## src/rtl/fls_pkg.sv

```systemverilog
package fls_pkg;

  localparam int NUM_FAULTS = 3;

  typedef enum int {
    FLT_OV   = 0,
    FLT_OCP  = 1,
    FLT_OPEN = 2
  } fault_idx_e;

  // Persistence limit, in oscillator clocks, for one fault class.
  function automatic int fault_limit(input int idx, input int ov_limit, input int long_w);
    if (idx == FLT_OV) return ov_limit;
    return 1 << long_w;
  endfunction

  // Counter width able to hold 0 .. limit.
  function automatic int count_bits(input int limit);
    if (limit < 2) return 1;
    return $clog2(limit + 1);
  endfunction

endpackage

```

## src/rtl/fls_sync.sv

```systemverilog
module fls_sync #(
  parameter int WIDTH  = 3,
  parameter int STAGES = 2
) (
  input  logic             clk,
  input  logic             rst_n,
  input  logic [WIDTH-1:0] d,
  output logic [WIDTH-1:0] q
);
  logic [WIDTH-1:0] stage_q [STAGES];

  always_ff @(posedge clk or negedge rst_n) begin
    if (!rst_n) begin
      for (int i = 0; i < STAGES; i++) stage_q[i] <= '0;
    end else begin
      stage_q[0] <= d;
      for (int i = 1; i < STAGES; i++) stage_q[i] <= stage_q[i-1];
    end
  end

  assign q = stage_q[STAGES-1];
endmodule

```

## src/rtl/fls_timer.sv

```systemverilog
module fls_timer #(
  parameter int LIMIT = 4
) (
  input  logic clk,
  input  logic rst_n,
  input  logic active,
  output logic hit
);
  import fls_pkg::*;
  localparam int CW = count_bits(LIMIT);
  localparam logic [CW-1:0] LAST = CW'(LIMIT - 1);

  logic [CW-1:0] cnt;

  assign hit = active && (cnt == LAST);

  always_ff @(posedge clk or negedge rst_n) begin
    if (!rst_n)       cnt <= '0;
    else if (!active) cnt <= '0;
    else if (!hit)    cnt <= cnt + CW'(1);
  end
endmodule

```

## src/rtl/fls_latch.sv

```systemverilog
module fls_latch #(
  parameter int N = 3
) (
  input  logic         clk,
  input  logic         rst_n,
  input  logic [N-1:0] hits,
  output logic         latched
);
  always_ff @(posedge clk or negedge rst_n) begin
    if (!rst_n)     latched <= 1'b0;
    else if (|hits) latched <= 1'b1;
  end
endmodule

```

## src/rtl/fault_latch_supervisor.sv

```systemverilog
module fault_latch_supervisor #(
  parameter int OV_LIMIT    = 4,
  parameter int LONG_W      = 17,
  parameter int SYNC_STAGES = 2
) (
  input  logic clk,
  input  logic rst_n,
  input  logic ov_flag,
  input  logic ocp_flag,
  input  logic open_flag,
  input  logic ss_done,
  input  logic pwm_in,
  output logic gate_en,
  output logic dim_en,
  output logic latched,
  output logic fail_n
);
  import fls_pkg::*;

  logic [NUM_FAULTS-1:0] flt_raw;
  logic [NUM_FAULTS-1:0] flt_sync;
  logic [NUM_FAULTS-1:0] flt_active;
  logic [NUM_FAULTS-1:0] flt_hit;
  logic                  any_hit;
  logic                  ov_now;

  assign flt_raw[FLT_OV]   = ov_flag;
  assign flt_raw[FLT_OCP]  = ocp_flag;
  assign flt_raw[FLT_OPEN] = open_flag;

  fls_sync #(.WIDTH(NUM_FAULTS), .STAGES(SYNC_STAGES)) u_sync (
    .clk   (clk),
    .rst_n (rst_n),
    .d     (flt_raw),
    .q     (flt_sync)
  );

  assign flt_active[FLT_OV]   = flt_sync[FLT_OV];
  assign flt_active[FLT_OCP]  = flt_sync[FLT_OCP];
  assign flt_active[FLT_OPEN] = flt_sync[FLT_OPEN] & ss_done;

  for (genvar g = 0; g < NUM_FAULTS; g++) begin : g_timer
    localparam int LIM = fault_limit(g, OV_LIMIT, LONG_W);
    fls_timer #(.LIMIT(LIM)) u_timer (
      .clk    (clk),
      .rst_n  (rst_n),
      .active (flt_active[g]),
      .hit    (flt_hit[g])
    );
  end

  assign any_hit = |flt_hit;

  fls_latch #(.N(NUM_FAULTS)) u_latch (
    .clk     (clk),
    .rst_n   (rst_n),
    .hits    (flt_hit),
    .latched (latched)
  );

  assign ov_now  = flt_sync[FLT_OV];
  assign gate_en = !latched && !ov_now;
  assign dim_en  = gate_en && pwm_in;
  assign fail_n  = !latched;
endmodule

```

## config.mk

```make
export PLATFORM = sky130hd
export DESIGN_NAME = fault_latch_supervisor
export DESIGN_NICKNAME = d
export VERILOG_FILES = /design/src/rtl/fls_pkg.sv /design/src/rtl/fls_sync.sv /design/src/rtl/fls_timer.sv /design/src/rtl/fls_latch.sv /design/src/rtl/fault_latch_supervisor.sv
export SDC_FILE = /design/constraint.sdc
export NUM_CORES = 1
export LEC_CHECK = 0
export BUFFER_PORTS_ARGS = -buffer_cell sky130_fd_sc_hd__buf_4
export CAP_MARGIN = 20
export CORE_MARGIN = 8
export CORE_UTILIZATION = 50
export CTS_CLUSTER_SIZE = 12
export DETAILED_ROUTE_END_ITERATION = 10
export GPL_TIMING_DRIVEN = 0
export HOLD_SLACK_MARGIN = 0.03
export PLACE_DENSITY = 0.67
export SYNTH_ARGS = -nofsm -noshare
export SYNTH_HDL_FRONTEND = slang
export SYNTH_SLANG_ARGS = --single-unit
```

## constraint.sdc

```tcl
create_clock -name clk -period 2.1 [get_ports clk]
set_input_delay 0.105 -clock clk [delete_from_list [all_inputs] [get_ports clk]]
set_output_delay 0.105 -clock clk [all_outputs]
set_load 0.02 [all_outputs]
```

# Word level (Yosys, flattened, before mapping)
# Index checks and enable logic that the tools add are counted.
word_totals:
  regBits: 46
  output_inout_bits: 4
  memories: 0
  romBits: 0
  latchBits: 0
  ram_bits: 0
op_classes:
  n_reduce_logical: 8
  add_sub_neg: 3
  n_div: 0
  n_shift: 0
  magnitude_cmp: 0
  mux: 6
  mul: 0
  eq_ne: 6
  bitwise: 1
ops:
  columns: ["operator", "count"]
  rows:
  - ["18-bit two-way mux", 4]
  - ["18-bit by 1-bit adder with 18-bit output, second input constant", 2]
  - ["18-bit by 17-bit equality test with 1-bit output, second input constant", 2]
  - ["3-bit two-way mux", 2]
  - ["2-bit != test, second input constant", 3]
  - ["1-bit logical AND", 5]
  - ["3-bit by 1-bit adder with 3-bit output, second input constant", 1]
  - ["3-bit by 2-bit equality test with 1-bit output, second input constant", 1]
  - ["3-bit OR reduction", 1]
  - ["1-bit logical NOT", 2]
  - ["1-bit bitwise AND", 1]

# Logic depth before layout (Yosys ltp)
# Gate-level depths: netlist of the first run.
logic_depth:
  depth_word: 4
  mapped_depth: 6
  depth_no_buf: 5

# Hierarchy
# A second synthesis of the first run with hierarchy kept.
hier_totals:
  cells_unflattened: 225
  hier_area_um2: 2381.0
modules_own_cells:
  columns: ["mod", "n_inst", "cells_each", "area_per_inst_um2"]
  rows:
  - ["fls_timer at g_timer[1].u_timer", 1, 102, 1056.0]
  - ["fls_timer at g_timer[2].u_timer", 1, 94, 929.6]
  - ["fls_sync", 1, 9, 172.7]
  - ["fls_timer at g_timer[0].u_timer", 1, 14, 163.9]
  - ["fls_latch", 1, 2, 32.5]
  - ["fault_latch_supervisor", 1, 4, 26.3]

# Worst setup path after synthesis of the first run
# Ideal clock, no wire load.
synth_timing:
  path_type: "register to register"
  from: "register g_timer[2].u_timer.cnt[0]"
  to: "register g_timer[2].u_timer.cnt[1]"
  arrival_ns: 1.641
  slack_ns: 0.322
  required_ns: 1.963
  path_stages_with_launch: 7
  n_path_buf: 1
  setup_ns: 0.137
  path_cell_list: "dfrtp_1 > ha_1 > buf_2 > nand3_1 > or4_1 > o21ai_0 > a21oi_1"
synth_via:
  elab_chain_cells: 3
  word_cells_on_any_way: 6
  classes_between: "add/sub (1); eq/ne (2); mux (2); reduce/logical (1)"
synth_lines:
  columns: ["item", "line", "text"]
  rows:
  - ["start: declaration", "fls_timer.sv:13", "logic [CW-1:0] cnt;"]
  - ["start signal: assignment", "fls_timer.sv:20", "else if (!hit) cnt <= cnt + CW'(1);"]
  - ["18-bit by 1-bit adder with 18-bit output / 18-bit by 17-bit equality test with 1-bit output (equally long branches)", "fls_timer.sv:20, fls_timer.sv:15", null]
  - ["18-bit two-way mux / 1-bit logical AND (equally long branches)", "fls_timer.sv:20, fls_timer.sv:15", null]
  - ["18-bit two-way mux / 2-bit != test (equally long branches)", null, null]
# Parallel ways exist; a longest one is shown, timed or not. The select of a mux whose other input is x is not followed.
# A chain may end at the register's enable or synchronous reset.

# Worst setup path after layout of the first run
layout_timing:
  from: "register g_timer[1].u_timer.cnt[0]"
  to: "register g_timer[1].u_timer.cnt[0]"
layout_via:
  elab_chain_cells: 3
  word_cells_on_any_way: 6
  classes_between: "add/sub (1); eq/ne (2); mux (2); reduce/logical (1)"
layout_lines:
  columns: ["item", "line"]
  rows:
  - ["start: declaration", "fls_timer.sv:13"]
  - ["start signal: assignment", "fls_timer.sv:20"]
  - ["18-bit by 1-bit adder with 18-bit output / 18-bit by 17-bit equality test with 1-bit output (equally long branches)", "fls_timer.sv:20, fls_timer.sv:15"]
  - ["18-bit two-way mux / 1-bit logical AND (equally long branches)", "fls_timer.sv:20, fls_timer.sv:15"]
  - ["18-bit two-way mux / 2-bit != test (equally long branches)", null]
# Parallel ways exist; a longest one is shown, timed or not. The select of a mux whose other input is x is not followed.

==> reports/qor.csv, run 1 <==
stage;metric;value;unit
setup_path;cell family with most CP delay;simple AND/OR/NAND/NOR gates;
setup_path;worst endpoint data arrival time;2150;ps
synth;area leader, netlist;dfrtp_1;
setup_path;crit-path max cell delay;420;ps
job;maxcap violations;0;
min_path;Hold WC Path Type;input port to flip-flop;
layout;layout cells sized above 1;13.3;%
clocking;Clock transition at path regs;90;ps
global_route;GRT Util Overall;14.8;%
synth;top cells by area, synth;dfrtp_1, nand3_1, mux2i_1;
synth;Post-Syn Area per Cell;9.87;um2
floorplanning;full die area;7420;um2
global_route;number of global-route vias before repair;1944;
setup_path;Setup Crit Path Kind;flip-flop to flip-flop;
route;DRT iter0 DRCs;97;
global_route;largest net degree at the start of global routing;47;
sta;Slew Limit Fails;0;
setup_path;CP max FO;10;
layout;leading cell type in the layout, fill and taps excluded;dfrtp_1;
clocking;CTS tree;yes;
floorplanning;CORE AREA;4720;um2
route;drc violations;0;
clocking;Clock Root Buffer;clkbuf_8;
route;Wirelength per Cell;14.9;um
synth;Syn Std Cell Area;2460;um2
clocking;CTS H-tree depth;2;
synth;predominant post-synthesis flop cell;dfrtp_1;
layout;most frequent cells in the layout;dfrtp_1, nand2_1, nand3_1;
sta;RSZ-0062 raised after global routing;no;
pwr;PD cells;564;nW/um2
pwr;Pleak;1.17;nW
clocking;Clock Latency Late Sink;290;ps
floorplanning;chip height;86.1;um
sta;minimum clock period;1960;ps
synth;synthesis-stage register bit count;46;
synth;Mapped Cells;249;
global_route;GRT overflow;0;
placed_design;dpl hpwl;3360;um
clocking;clk buf depth;2;
floorplanning;num ports;11;
setup_path;crit start category;flip-flop;
sta;achievable frequency;509;MHz
route;Via density;5.87;
route;Detailed Route WL;5010;um
layout;final core occ;58.2;%
floorplanning;Initial Util;52.1;%
placed_design;placed cell count;326;
sta;final setup TNS;0;ps
synth;fraction of registers with async set/reset;100;%
setup_path;Worst path slowest cell;dfrtp_1;
synth;Synthesis Warnings;0;
global_route;initial antenna violation count;0;
route;Vias;1977;
sta;Worst-Margin Slew;577;ps
placed_design;pre-CTS setup slack;73.1;ps
layout;synth-to-layout area growth;11.9;%
route;TritonRoute pass-1 iters;4;
sta;final hold slack;195;ps
clocking;Setup Buffers After CTS;0;
placed_design;buffers added on ports;10;
layout;final cell count without fillers;337;
clocking;CTS buffer count;5;
setup_path;CP Capture Type;flip-flop;
setup_path;WP data required;2290;ps
setup_path;crit-path cells;ha_1 -> nand4_2 -> nor4_2 -> buf_4 -> nand2_4 -> mux2_4;
setup_path;buffer and inverter count on the worst path;1;
synth;top cell type's share of synthesized area;46.8;%
sta;post-route setup slack;137;ps
floorplanning;Die X;86.1;um
pwr;Peak VDD IR;0.364;mV
clocking;clock tree sinks;46;
synth;Syn Nets;260;
layout;Final nets;281;
global_route;global-route wire length before repair;8940;um
synth;Cell variety after synth;50;
floorplanning;# rows;25;
route;antenna viol nets, final;0;
synth;Post-synth EDFFs;0;
placed_design;gpl congestion;0.797;
synth;sequential area share after synthesis;46.8;%
sta;relative slew slack;61.6;%
layout;antenna fix cells;0;
run_status;status;finished, final reports clean;
sta;Setup-failing EPs final;0;
sta;Final Cycle Share;93.5;%
sta;Final Hold Viols;0;
sta;Clock Skew;5.53;ps
-- logic make-up (layout without fill, tap and decap cells) --
family          after synthesis  count (layout)  synth area share [%]
simple gates                123             123                  30.1
compound gates               50              50                  13.0
flops                        46              46                  46.8
buf+inv                      14              35                  3.00
mux                          10              10                  4.27
fa+ha+maj                     4               4                  2.04
xor+xnor                      2               2                 0.713
-- routing by layer --
metal | track usage, % | wire, um | vias to the layer above
li1 | - | - | 982
met1 | 17.9 | 2290 | 962
met2 | 24.8 | 2510 | 25
met3 | 2.67 | 112 | 8
met4 | 6.85 | 98 | 0
met5 | 0 | 0 | -
-- worst reg2reg max path: stages (launching register included) --
cell	delay, ps
dfrtp_1	420
ha_1	270
nand4_2	190
nor4_2	350
buf_4	240
nand2_4	90
mux2_4	300
-- Yosys cell counts, drive strengths merged, types with 2 or more instances --
| cell | n |
|---|---|
| or3 | 4 |
| nor4 | 4 |
| clkbuf | 3 |
| nand4 | 11 |
| a21oi | 14 |
| a31oi | 6 |
| and4 | 9 |
| nor2b | 2 |
| and3 | 4 |
| nor2 | 15 |
| or4 | 5 |
| nand3b | 4 |
| o31ai | 6 |
| inv | 5 |
| buf | 5 |
| mux2i | 9 |
| and2 | 6 |
| a211oi | 3 |
| nand2 | 24 |
| nand2b | 5 |
| dfrtp | 46 |
| o21ai | 12 |
| nor3 | 5 |
| nand3 | 22 |
| ha | 4 |
-- state kept, by name (all words and copies together), names as in the netlist --
register	cells
g_timer.u_timer.cnt	39
u_latch.latched	1
u_sync.q	3
u_sync.stage_q	3
-- final cells by class --
class | count | area [um2]
well taps | 67 | 83.8
plain buffers | 8 | 51.3
inverters | 6 | 22.5
flip-flops and latches | 46 | 1150
fillers | 417 | 1970
multi-input cells | 189 | 1240
clock buffers | 6 | 72.6
repair buffers | 14 | 115
clock inverters | 1 | 7.51
-- report_power, final --
group / switching [mW] / internal (mW)
Combinational: 0.0594 / 0.0449
Sequential: 0.0177 / 0.909
Clock: 0.293 / 0.229
Total: 0.370 / 1.18
-- timing repair --
action	in CTS	in global routing
endpoints found under the setup margin	0	5
gates resized for setup	0	3
endpoints found under the hold margin	49	0
hold buffers	4	0
-- path summary, 6_finish.rpt --
kind / from / to / slack, ps / depth (start not counted)
min in group asynchronous: rst_n / u_sync.stage_q[3]$_DFF_PN0_ / 370 / 2
hold reg to reg: u_sync.stage_q[3]$_DFF_PN0_ / u_sync.q[0]$_DFF_PN0_ / 360 / 0
max in group asynchronous: rst_n / g_timer[2].u_timer.cnt[0]$_DFFE_PN0P_ / 1320 / 2
setup / recovery: g_timer[1].u_timer.cnt[0]$_DFFE_PN0P_ / g_timer[1].u_timer.cnt[0]$_DFFE_PN0P_ / 140 / 6
hold / removal: ss_done / g_timer[2].u_timer.cnt[17]$_DFFE_PN0P_ / 190 / 3
setup reg to reg: g_timer[1].u_timer.cnt[0]$_DFFE_PN0P_ / g_timer[1].u_timer.cnt[0]$_DFFE_PN0P_ / 140 / 6
-- per-stage QoR --
step / total power [mW] / area, um2
floorplan: 1.00 / 2460
global placement: 1.04 / 2620
detailed placement: 1.04 / 2620
CTS: 1.58 / 2740
global route: 1.63 / 2750
finish: 1.55 / 2750
No activity file was read; power rests on OpenSTA's default activity.
==> run 2: changes to the inputs <==
--- a/config.mk
+++ b/config.mk
@@ -8,12 +8,12 @@
 export BUFFER_PORTS_ARGS = -buffer_cell sky130_fd_sc_hd__buf_4
 export CAP_MARGIN = 20
 export CORE_MARGIN = 8
-export CORE_UTILIZATION = 50
+export CORE_UTILIZATION = 61
 export CTS_CLUSTER_SIZE = 12
 export DETAILED_ROUTE_END_ITERATION = 10
 export GPL_TIMING_DRIVEN = 0
 export HOLD_SLACK_MARGIN = 0.03
-export PLACE_DENSITY = 0.67
+export PLACE_DENSITY = 0.79
 export SYNTH_ARGS = -nofsm -noshare
 export SYNTH_HDL_FRONTEND = slang
 export SYNTH_SLANG_ARGS = --single-unit
==> reports/qor.csv, run 2 (synthesized netlist as in run 1, its figures left out) <==
stage;metric;value;unit;change
run_status;status;finished, final reports clean;;
setup_path;CP max FO;10;;unchanged
layout;Fillers;297;;-29%
global_route;GRT overflow;0;;unchanged
global_route;initial antenna violation count;0;;unchanged
route;Wirelength per Cell;15.5;um;+4.3%
sta;final setup TNS;0;ps;unchanged
setup_path;worst endpoint data arrival time;2140;ps;about the same
placed_design;pre-CTS setup slack;143;ps;+70.0 ps
sta;RSZ-0062 raised after global routing;no;;
layout;Largest register FFs;39;;unchanged
sta;minimum clock period;1950;ps;-17.6 ps
sta;achievable frequency;514;MHz;+0.91%
global_route;number of global-route vias before repair;1948;;+0.21%
route;drc violations;0;;unchanged
layout;Top reg by flops;g_timer.u_timer.cnt;;
layout;most frequent cells in the layout;dfrtp_1, nand2_1, nand3_1;;
clocking;Clock Root Buffer;clkbuf_8;;
layout;layout cells sized above 1;13.7;%;+0.32 points
pwr;PD cells;612;nW/um2;+8.4%
floorplanning;Initial Util;62.4;%;+10 points
floorplanning;Die X;79.5;um;-7.7%
sta;Clock Skew;10.9;ps;+5.33 ps
clocking;clk buf depth;2;;unchanged
layout;Final nets;281;;unchanged
pwr;P_int;1.31;mW;+11%
sta;Final Hold Viols;0;;unchanged
floorplanning;CORE AREA;3940;um2;-17%
layout;antenna fix cells;0;;unchanged
min_path;Hold WC Path Type;input port to flip-flop;;
setup_path;Setup Crit Path Kind;flip-flop to flip-flop;;
pwr;Sw Share;22.4;%;-1.4 points
floorplanning;chip height;79.5;um;-7.7%
setup_path;crit start category;flip-flop;;
placed_design;gpl congestion;0.823;;+3.3%
sta;final hold slack;222;ps;+27.5 ps
layout;cell area after layout;2760;um2;+0.36%
route;antenna viol nets, final;0;;unchanged
setup_path;R2R setup slack;150;ps;+20 ps
placed_design;placed cell count;309;;-5.2%
layout;final cell count without fillers;321;;-4.7%
clocking;CTS H-tree depth;2;;unchanged
route;DRT iter0 DRCs;113;;+16%
global_route;largest net degree at the start of global routing;47;;unchanged
pwr;NetSw;0.378;mW;+2.2%
sta;Worst-Margin Slew;560;ps;-16.2 ps
floorplanning;num ports;11;;unchanged
layout;leading cell type in the layout, fill and taps excluded;dfrtp_1;;
setup_path;WP data required;2300;ps;about the same
pwr;Pleak;1.20;nW;+1.9%
clocking;CTS tree;yes;;
clocking;CTS buffer count;5;;unchanged
sta;relative slew slack;62.6;%;+1.1 points
clocking;Clock Latency Late Sink;300;ps;about the same
sta;Setup-failing EPs final;0;;unchanged
placed_design;dpl hpwl;3500;um;+4.0%
sta;Final Cycle Share;92.6;%;-0.84 points
route;Via density;6.13;;+4.6%
layout;synth-to-layout area growth;12.3;%;
placed_design;Area after DPL;2600;um2;-0.81%
pwr;Gate power share;6.3;%;-0.4 points
clocking;clock tree sinks;46;;unchanged
clocking;Clock transition at path regs;90;ps;about the same
route;Vias;1969;;-0.40%
sta;Slew Limit Fails;0;;unchanged
floorplanning;full die area;6320;um2;-15%
route;Detailed Route WL;4980;um;-0.64%
global_route;GRT Util Overall;16.6;%;+1.8 points
sta;post-route setup slack;155;ps;+17.6 ps
pwr;Flop pwr share;54.8;%;-4.9 points
setup_path;CP Capture Type;flip-flop;;
job;maxcap violations;0;;unchanged
pwr;Clock power frac;38.9;%;+5.3 points
floorplanning;# rows;23;;-8.0%
route;TritonRoute pass-1 iters;4;;unchanged
placed_design;buffers added on ports;10;;unchanged
pwr;Peak VDD IR;0.441;mV;+21%
global_route;global-route wire length before repair;8530;um;-4.6%
## run 2: cell count changes in the layout (fill, tap and decap cells not counted), sizes merged
cell      change
clkbuf        -1
bufinv        +1
clkinvlp      -1
inv           +1
clkinv        +1
## run 2: repair_timing
| action | in CTS | in global routing |
|---|---|---|
| setup endpoints to repair | 0 | 2 |
| resized for setup | 0 | 2 |
| hold buffers | 4 | 0 |
| buffers inserted | 0 | 0 |
| endpoints found under the hold margin | 49 | 0 |
## run 2: metal layers
metal  global-route usage (%)  wire (um)
met4                     6.48         78
met5                        0          0
met1                     19.8       2210
met3                     4.62        109
met2                     27.5       2580
## run 2: layout make-up
type / instances / area (um2) / area share [%]
inverters: 6 / 22.5 / 0.816
multi-input cells: 189 / 1240 / 45.1
plain buffers: 8 / 51.3 / 1.86
repair buffers: 14 / 115 / 4.17
clock buffers: 5 / 68.8 / 2.49
well taps: 50 / 62.6 / 2.27
flip-flops and latches: 46 / 1150 / 41.7
clock inverters: 3 / 43.8 / 1.59
## run 2: through the flow
step / power (mW) / util [%]
floorplan: 1.00 / -
global placement: 1.04 / 65.9
detailed placement: 1.05 / 65.9
CTS: 1.71 / 69.7
global route: 1.77 / 70.0
finish: 1.69 / 70.0
## run 2: worst paths after layout
check,cells past startpoint,end,startpoint
worst max-delay path,6,g_timer[1].u_timer.cnt[0]$_DFFE_PN0P_,g_timer[1].u_timer.cnt[0]$_DFFE_PN0P_
worst min-delay path,3,g_timer[2].u_timer.cnt[17]$_DFFE_PN0P_,ss_done
worst max register to register,6,g_timer[1].u_timer.cnt[0]$_DFFE_PN0P_,g_timer[1].u_timer.cnt[0]$_DFFE_PN0P_
worst min register to register,0,u_sync.q[1]$_DFF_PN0_,u_sync.stage_q[4]$_DFF_PN0_
max in group asynchronous,2,g_timer[2].u_timer.cnt[7]$_DFFE_PN0P_,rst_n
min in group asynchronous,2,u_latch.latched$_DFFE_PN0P_,rst_n
## run 2: worst max-delay path, cell delays in order, from the launching register on
cell and delay, ps:
dfrtp_1 420, ha_1 260, nand4_2 190, nor4_2 350, buf_4 240, nand2_4 90, mux2_4 300
## run 2: power groups by stage
stage	Clock [mW]	Combinational, mW	Sequential [mW]
finish	0.656	0.106	0.926
global route	0.719	0.122	0.929
CTS	0.677	0.108	0.926
detailed placement	0	0.102	0.943
global placement	0	0.0967	0.943
floorplan	0	0.0607	0.940
